File: config.mk
export PLATFORM = sky130hd
export DESIGN_NAME = ifq_top
export DESIGN_NICKNAME = d
export VERILOG_FILES = /design/src/rtl/ifq_pkg.sv /design/src/rtl/ifq_len_decode.sv /design/src/rtl/ifq_hw_buffer.sv /design/src/rtl/ifq_fetch_ctrl.sv /design/src/rtl/ifq_top.sv
export SDC_FILE = /design/constraint.sdc
export NUM_CORES = 1
export LEC_CHECK = 0
export ABC_CLOCK_PERIOD_IN_PS = 6000
export BUFFER_PORTS_ARGS = -buffer_cell sky130_fd_sc_hd__buf_2
export CAP_MARGIN = 15
export CELL_PAD_IN_SITES_DETAIL_PLACEMENT = 1
export CELL_PAD_IN_SITES_GLOBAL_PLACEMENT = 1
export CORE_MARGIN = 8
export CORE_UTILIZATION = 30
export DETAILED_ROUTE_END_ITERATION = 6
export GPL_TIMING_DRIVEN = 1
export PLACE_DENSITY = 0.69
export RECOVER_POWER = 50
export SYNTH_ARGS = -nofsm -noshare
export SYNTH_HDL_FRONTEND = slang
export SYNTH_SLANG_ARGS = --single-unit
File: constraint.sdc
create_clock -name clk -period 6 [get_ports clk]
set_clock_uncertainty 0.1 [all_clocks]
set_input_delay 0.6 -clock clk [delete_from_list [all_inputs] [get_ports clk]]
set_output_delay 0.6 -clock clk [all_outputs]
set_load 0.005 [all_outputs]
File: src/rtl/ifq_pkg.sv
// Shared types and the instruction-length rule for the prefetch queue.
package ifq_pkg;
    localparam int HWW = 16;

    typedef logic [HWW-1:0] hword_t;

    typedef enum logic [1:0] {
        ILEN_ONE   = 2'd1,
        ILEN_TWO   = 2'd2,
        ILEN_THREE = 2'd3
    } ilen_e;

    // Length of the instruction that starts with the given halfword
    function automatic ilen_e ilen_of(hword_t head);
        case (head[15:14])
            2'b11:   return ILEN_TWO;
            2'b10:   return ILEN_THREE;
            default: return ILEN_ONE;
        endcase
    endfunction
endpackage

File: src/rtl/ifq_len_decode.sv
// Length decoder: maps the head halfword to an instruction length of 1..3.
// Assumes: the length is fully determined by the top two bits of the head.
module ifq_len_decode
    import ifq_pkg::*;
(
    input  hword_t     head_i,
    output logic [1:0] len_o
);
    ilen_e len_e;

    // Purpose: apply the shared length rule
    always_comb begin
        len_e = ilen_of(head_i);
        len_o = len_e;
    end
endmodule

File: src/rtl/ifq_hw_buffer.sv
// Circular halfword buffer: takes 0..2 halfwords per cycle at the tail and
// releases 0..3 halfwords per cycle at the head; shows the three oldest.
// Assumes: DEPTH is a power of two and at least 4; the caller never pushes
// past capacity nor pops more than is held.
module ifq_hw_buffer
    import ifq_pkg::*;
#(
    parameter int DEPTH = 8
) (
    input  logic                       clk,
    input  logic                       rst_n,
    input  logic                       flush_i,
    input  logic [1:0]                 push_cnt_i,
    input  hword_t                     push_hw0_i,
    input  hword_t                     push_hw1_i,
    input  logic [1:0]                 pop_cnt_i,
    output logic [3*HWW-1:0]           peek_o,
    output logic [$clog2(DEPTH+1)-1:0] level_o
);
    localparam int PW = $clog2(DEPTH);
    localparam int CW = $clog2(DEPTH+1);

    hword_t          slot_q [DEPTH];
    logic [PW-1:0]   head_q;
    logic [PW-1:0]   tail_q;
    logic [CW-1:0]   level_q;

    // Purpose: store incoming halfwords at the tail
    always_ff @(posedge clk) begin
        if (!rst_n) begin
            for (int i = 0; i < DEPTH; i++) slot_q[i] <= '0;
        end else if (!flush_i) begin
            if (push_cnt_i != 2'd0) slot_q[tail_q] <= push_hw0_i;
            if (push_cnt_i == 2'd2) slot_q[tail_q + PW'(1)] <= push_hw1_i;
        end
    end

    // Purpose: advance head, tail and fill level; a flush empties the buffer
    always_ff @(posedge clk) begin
        if (!rst_n || flush_i) begin
            head_q  <= '0;
            tail_q  <= '0;
            level_q <= '0;
        end else begin
            head_q  <= head_q + PW'(pop_cnt_i);
            tail_q  <= tail_q + PW'(push_cnt_i);
            level_q <= level_q + CW'(push_cnt_i) - CW'(pop_cnt_i);
        end
    end

    // Purpose: expose the three oldest halfwords
    for (genvar g = 0; g < 3; g++) begin : g_peek
        assign peek_o[g*HWW +: HWW] = slot_q[head_q + PW'(g)];
    end

    assign level_o = level_q;
endmodule

File: src/rtl/ifq_fetch_ctrl.sv
// Fetch sequencer: issues word requests, keeps one fetch in flight, marks
// a response stale after a redirect, and remembers whether the first word
// after an odd-halfword target must lose its lower half.
// Assumes: the memory answers each request exactly once, in order.
module ifq_fetch_ctrl #(
    parameter int            AW         = 32,
    parameter logic [AW-1:0] RESET_ADDR = '0
) (
    input  logic          clk,
    input  logic          rst_n,
    input  logic          redirect_i,
    input  logic [AW-1:0] redirect_addr_i,
    input  logic          room_ok_i,
    input  logic          rvalid_i,
    output logic          req_o,
    output logic [AW-1:0] addr_o,
    output logic          accept_o,
    output logic          drop_low_o
);
    logic          busy_q;
    logic          stale_q;
    logic          drop_low_q;
    logic [AW-1:0] faddr_q;

    // Purpose: request when idle (or freed this cycle) and the buffer has room
    assign req_o    = !redirect_i && room_ok_i && (!busy_q || rvalid_i);
    // Purpose: a response is kept only if it belongs to the current stream
    assign accept_o = rvalid_i && busy_q && !stale_q && !redirect_i;

    // Purpose: track the in-flight fetch, the stale mark and the fetch address
    always_ff @(posedge clk) begin
        if (!rst_n) begin
            busy_q     <= 1'b0;
            stale_q    <= 1'b0;
            drop_low_q <= 1'b0;
            faddr_q    <= RESET_ADDR;
        end else if (redirect_i) begin
            faddr_q    <= {redirect_addr_i[AW-1:2], 2'b00};
            drop_low_q <= redirect_addr_i[1];
            busy_q     <= busy_q && !rvalid_i;
            stale_q    <= busy_q && !rvalid_i;
        end else begin
            if (req_o)         busy_q <= 1'b1;
            else if (rvalid_i) busy_q <= 1'b0;
            if (rvalid_i)      stale_q <= 1'b0;
            if (accept_o)      drop_low_q <= 1'b0;
            if (req_o)         faddr_q <= faddr_q + AW'(4);
        end
    end

    assign addr_o     = faddr_q;
    assign drop_low_o = drop_low_q;
endmodule

File: src/rtl/ifq_top.sv
// Prefetch queue top: joins the fetch sequencer, the halfword buffer and the
// length decoder. Presents a whole instruction with its address whenever
// it is fully buffered; the consumer takes it in that same cycle.
// Assumes: RESET_ADDR is word aligned; DEPTH is a power of two, at least 4.
module ifq_top
    import ifq_pkg::*;
#(
    parameter int            AW         = 32,
    parameter int            DEPTH      = 8,
    parameter logic [AW-1:0] RESET_ADDR = '0
) (
    input  logic          clk,
    input  logic          rst_n,
    input  logic          redirect_i,
    input  logic [AW-1:0] redirect_addr_i,
    output logic          mem_req_o,
    output logic [AW-1:0] mem_addr_o,
    input  logic          mem_rvalid_i,
    input  logic [31:0]   mem_rdata_i,
    output logic          ins_valid_o,
    output logic [1:0]    ins_len_o,
    output logic [47:0]   ins_data_o,
    output logic [AW-1:0] ins_pc_o
);
    localparam int CW = $clog2(DEPTH+1);
    localparam int NW = CW + 1;

    logic [CW-1:0]    buf_level;
    logic [3*HWW-1:0] peek;
    logic [1:0]       head_len;
    logic [1:0]       push_cnt;
    logic [1:0]       pop_cnt;
    hword_t           push_hw0;
    hword_t           push_hw1;
    logic             accept;
    logic             drop_low;
    logic             room_ok;
    logic             take;
    logic [NW-1:0]    next_level;
    logic [AW-1:0]    head_pc_q;

    ifq_len_decode u_len (
        .head_i (peek[HWW-1:0]),
        .len_o  (head_len)
    );

    ifq_hw_buffer #(.DEPTH(DEPTH)) u_buf (
        .clk        (clk),
        .rst_n      (rst_n),
        .flush_i    (redirect_i),
        .push_cnt_i (push_cnt),
        .push_hw0_i (push_hw0),
        .push_hw1_i (push_hw1),
        .pop_cnt_i  (pop_cnt),
        .peek_o     (peek),
        .level_o    (buf_level)
    );

    ifq_fetch_ctrl #(.AW(AW), .RESET_ADDR(RESET_ADDR)) u_fetch (
        .clk             (clk),
        .rst_n           (rst_n),
        .redirect_i      (redirect_i),
        .redirect_addr_i (redirect_addr_i),
        .room_ok_i       (room_ok),
        .rvalid_i        (mem_rvalid_i),
        .req_o           (mem_req_o),
        .addr_o          (mem_addr_o),
        .accept_o        (accept),
        .drop_low_o      (drop_low)
    );

    // Purpose: valid once every halfword of the head instruction is held
    assign ins_valid_o = {1'b0, buf_level} >= NW'(head_len);
    assign take        = ins_valid_o && !redirect_i;
    assign pop_cnt     = take ? head_len : 2'd0;
    assign ins_len_o   = head_len;

    // Purpose: select halfwords of an accepted word, dropping the low one after an odd target
    assign push_cnt = accept ? (drop_low ? 2'd1 : 2'd2) : 2'd0;
    assign push_hw0 = drop_low ? mem_rdata_i[31:16] : mem_rdata_i[15:0];
    assign push_hw1 = mem_rdata_i[31:16];

    // Purpose: allow a request only if two slots stay free after this cycle
    assign next_level = {1'b0, buf_level} + NW'(push_cnt) - NW'(pop_cnt);
    assign room_ok    = next_level <= NW'(DEPTH - 2);

    // Purpose: address of the head halfword, moved by redirects and takes
    always_ff @(posedge clk) begin
        if (!rst_n)          head_pc_q <= RESET_ADDR;
        else if (redirect_i) head_pc_q <= {redirect_addr_i[AW-1:1], 1'b0};
        else if (take)       head_pc_q <= head_pc_q + AW'({head_len, 1'b0});
    end
    assign ins_pc_o = head_pc_q;

    // Purpose: present only the halfwords that belong to the instruction
    for (genvar g = 0; g < 3; g++) begin : g_out
        assign ins_data_o[g*HWW +: HWW] =
            (ins_valid_o && (head_len > 2'(g))) ? peek[g*HWW +: HWW] : '0;
    end
endmodule

==> summary by stage <==
Logic synthesis
The post-synthesis average cell area is ~10 um^2. The cell taking the most area after synthesis is sky130_fd_sc_hd__edfxtp_1. The number of warnings printed during yosys synthesis is 0. The flop and latch count out of synthesis is slightly above 200. Synthesis produced roughly 1200 cells. The area of the mapped netlist is approximately 0.012 mm^2. Ranked by total cell area, the synthesized netlist is headed by sky130_fd_sc_hd__edfxtp_1 (31%), sky130_fd_sc_hd__mux4_2 (13%), sky130_fd_sc_hd__dfxtp_1 (12%).

Yosys mapped a number of flops with a built-in enable equal to 128. The post-synthesis cell type count is 57. For this run, the register share of the synthesized area comes to 0.430. The most frequently used flop master after synthesis is sky130_fd_sc_hd__edfxtp_1. The area share of the largest cell type after synthesis is 0.311. For this run, asynchronously set or reset flops after synthesis account for 0.

Worst setup path
The critical-path cell with the highest stage delay is sky130_fd_sc_hd__mux4_2. For the worst flop-to-flop path, the logic depth is 23. The worst register-to-register path ends at u_fetch.addr_o[12]$_SDFFE_PN0P_. STA classifies the critical path endpoint as a primary output. STA puts the critical path data required time at 5.30 ns. The worst register-to-register path begins at u_buf.slot_q[7][15]$_DFFE_PP_.

Counting stages on the worst path, the most repeated cell is sky130_fd_sc_hd__inv_1. Among cell families on the critical path, the largest total delay comes from simple AND/OR/NAND/NOR gates. The largest single stage delay on the critical path is about 0.54 ns. The number of buffers and inverters on the critical path is 6. Walking the worst path, the cells encountered are mux4_2 -> mux2i_4 -> or2_4 -> ha_1 -> nand2b_1 -> a21oi_1 -> o21a_1 -> inv_1 -> nand2_1 -> inv_1 -> nand2_1 -> inv_1 -> fa_1 -> inv_1 -> fa_2 -> a211o_1 -> and3_1 -> nor4b_4 -> nand2_2 -> inv_2 -> buf_2. The worst register-to-register path has a setup slack of approximately 0.4 ns.

The signal arrival time at the worst endpoint is 5.05 ns. Of all nets on the critical path, the largest fanout is 5. The kind of critical path is reg -> out.

STA classifies the critical path startpoint as a register. The logic depth of the worst setup path including buffers is 21.

Pwr
The worst vdd rail ir drop is around 0.24 mV. Dividing total power by cell area gives a power density of 326 mW/mm^2. Summed over all cells, the static leakage comes to between 0.005 and 0.006 uW.

Clocking
The number of hold buffers added after cts is 0. The clock sink count is between 200 and 250. The maximum buffer depth of the clock tree is 3.

After clock tree synthesis, the clock-pin slew on the worst setup and hold paths is about 0.06 ns. TritonCTS built the clock tree. The tree is rooted in a sky130_fd_sc_hd__clkbuf_16.

The clock latency at the later pin of the worst-skew pair is approximately 0.53 ns. The number of clock buffers inserted by TritonCTS is 24. CTS built an H-tree with a depth of 1.

Place
In this run the tool buffered the top-level ports with roughly 180 buffer cells. The congestion estimate from routability-driven global placement came to between 0.8 and 0.9. After legalization and detailed placement, the total HPWL measured slightly above 30000 um. At the placement stage, the worst setup path has a slack of ~0.26 ns.

Run
The count of max-cap constraint violations is 1.

Final layout
Leaving out fill and tap cells, the most frequent cell in the layout is sky130_fd_sc_hd__nand2_1. In the final layout, the multi-input gates occupy approximately 0.0066 mm^2. The number of fill cells in the layout is about 4700. Summing all flip-flop and latch instances after layout gives between 0.005 and 0.006 mm^2. The number of nets in the layout is about 1400. The fraction of layout instances using a drive strength above 1 is 0.224.

The growth of design area from synthesis to finish is 17.7%. In the layout the commonest cells are sky130_fd_sc_hd__nand2_1 (181), sky130_fd_sc_hd__edfxtp_1 (128), sky130_fd_sc_hd__buf_2 (120).

Routing
After detailed routing, the number of remaining DRC violations is 0. The total wire length is approximately 44000 um. The detail route stage leaves a number of antenna-violating nets equal to 0.

After detailed routing, the average wire length per cell comes to 23.7 um. In this run, the number of DRC markers left after iteration 0 of detailed routing was 707. For this run, the detailed router's first-pass iteration total came to 5. The total via count in the routed design is approximately 10000.

In the routed layout, each cell is associated on average with a via count of approximately 5.6.

Worst hold path
The capture endpoint of the worst hold path is u_fetch.stale_q$_SDFFE_PN0P_. In this run the most critical hold path is launched from mem_rvalid_i. The worst hold path passes through 2 cells. The classification of the worst-slack hold path is in -> reg.

Floorplan
The core footprint is 0.0407 mm^2. The cell row count is 74. The number of I/O pins is 184. The starting utilization of the core area is 0.304. In this run the vertical extent of the chip is between 200 and 250 um. The horizontal extent of the die is around 220 um.

The area of the die is between 0.04 and 0.05 mm^2.

STA
The minimum clock period is about 5.8 ns. The worst setup margin is between 0.2 and 0.25 ns. The slew of the pin with the lowest slew margin is just under 2 ns. Static timing analysis puts the maximum clock frequency at about 0.17 GHz.

The number of failing hold endpoints at the final stage is 0. Setup violations remaining at the end of the flow were counted as 0. The smallest hold slack is ~0.18 ns. The number of max-slew violations in the final report is 42.

Of the available clock period, the critical path in the final layout requires 0.959. The worst slew slack as a fraction of its limit is -0.316.

Global routing
Entering global routing, the biggest net connects 53 pins. The initial antenna violation count is 4. The global-route wire length before repair is between 60000 and 70000 um.

The number of global-route vias before repair was ~11000. The leftover overflow at the end of global routing is 0. For this run, the total global-route usage over all layers was measured as 0.180.

Status
The run finished, with violations left. The final reports fail on max-capacitance violations, max-slew violations.
area by class of cell:
class	count	area share
flip-flops and latches	202	0.366
repair buffers	217	0.0745
well taps	532	0.0457
diodes	1	0.000172
clock inverters	5	0.00593
clock buffers	39	0.0479
inverters	22	0.00567
multi-input cells	856	0.454
worst max-delay path by stage:
stage                                       start                               to  slack, ns
floorplan              u_buf.head_q[0]$_SDFF_PP0_  u_fetch.addr_o[31]$_SDFFE_PN0P_       0.39
global placement       u_buf.head_q[0]$_SDFF_PP0_  u_fetch.addr_o[12]$_SDFFE_PN0P_       0.44
detailed placement     u_buf.head_q[0]$_SDFF_PP0_  u_fetch.addr_o[12]$_SDFFE_PN0P_       0.26
CTS                    u_buf.head_q[0]$_SDFF_PP0_                        mem_req_o      0.007
global route           u_buf.head_q[0]$_SDFF_PP0_                        mem_req_o     -0.001
finish              u_buf.slot_q[7][15]$_DFFE_PP_                        mem_req_o       0.25
power by group:
part	leakage, uW	internal (uW)	switching (uW)
Sequential	0.00194	1560	85.6
Clock	0.000380	878	589
Combinational	0.00278	631	995
state kept, by name (all words and copies together), names as in the netlist:
signal              flops
u_buf.slot_q          128
ins_pc_o               31
u_fetch.addr_o         30
u_buf.level_o           4
u_buf.head_q            3
u_buf.tail_q            3
u_fetch.busy_q          1
u_fetch.drop_low_o      1
u_fetch.stale_q         1
repair_timing:
item | CTS | global route
gates resized for setup | 5 | 6
setup buffers | 1 | 4
cloned | 0 | 0
pin swaps | 1 | 1
setup endpoints to repair | 1 | 5
cell usage after synthesis, types with 3 or more instances:
library cell               number
sky130_fd_sc_hd__nor4_2         4
sky130_fd_sc_hd__nand3_1       25
sky130_fd_sc_hd__xor2_1        23
sky130_fd_sc_hd__fa_1           5
sky130_fd_sc_hd__nand2_1      182
sky130_fd_sc_hd__o21ai_0      108
sky130_fd_sc_hd__nor3_1        11
sky130_fd_sc_hd__and2_1         3
sky130_fd_sc_hd__buf_1         13
sky130_fd_sc_hd__mux2i_1       31
sky130_fd_sc_hd__and3_1        21
sky130_fd_sc_hd__and4_1         5
sky130_fd_sc_hd__inv_1         22
sky130_fd_sc_hd__a22o_1        64
sky130_fd_sc_hd__ha_1          14
sky130_fd_sc_hd__mux2_2        20
sky130_fd_sc_hd__nor4_1        11
sky130_fd_sc_hd__o21a_1         4
sky130_fd_sc_hd__a211oi_1       5
sky130_fd_sc_hd__nor2_1        32
sky130_fd_sc_hd__or3_1         17
sky130_fd_sc_hd__dfxtp_1       74
sky130_fd_sc_hd__nand2b_1       7
sky130_fd_sc_hd__nand4_1       22
sky130_fd_sc_hd__buf_2         25
sky130_fd_sc_hd__xnor2_1       29
sky130_fd_sc_hd__a21oi_1       87
sky130_fd_sc_hd__buf_4          3
sky130_fd_sc_hd__nand3b_1       5
sky130_fd_sc_hd__mux4_2        74
sky130_fd_sc_hd__edfxtp_1     128
sky130_fd_sc_hd__a31oi_1       14
sky130_fd_sc_hd__clkbuf_1      66
cell families (layout without fill, tap and decap cells):
family,count (synthesis),in the layout,synth area share
adder cells (fa/ha/maj),19,19,0.0222
XOR/XNOR,52,52,0.0368
buffers and inverters,129,283,0.0426
other,1,4,0.000303
multiplexers,125,125,0.178
AND/OR/NAND/NOR,361,361,0.143
flip-flops,202,202,0.430
AO/OA/AOI/OAI,296,296,0.146
metrics by stage:
stage / area, um^2 / setup TNS (ns) / total power, uW / utilization / std cells
finish: 14600 / 0 / 4740 / 0.357 / 1874
global route: 14600 / -0.00121 / 4960 / 0.357 / 1874
CTS: 14600 / 0 / 4750 / 0.359 / 1869
detailed placement: 13800 / 0 / 3260 / 0.339 / 1824
global placement: 13800 / 0 / 3200 / 0.339 / 1824
floorplan: 12400 / 0 / 2660 / - / 1187
routing by layer:
metal  part of all wire  track usage  vias to the layer above
met4              0.040       0.0750                        4
met3              0.084       0.0478                      105
met5            0.00061            0                        -
met2               0.47        0.300                      434
li1                   -            -                     4741
met1               0.40        0.218                     5214
No activity file was read; power rests on OpenSTA's default activity.
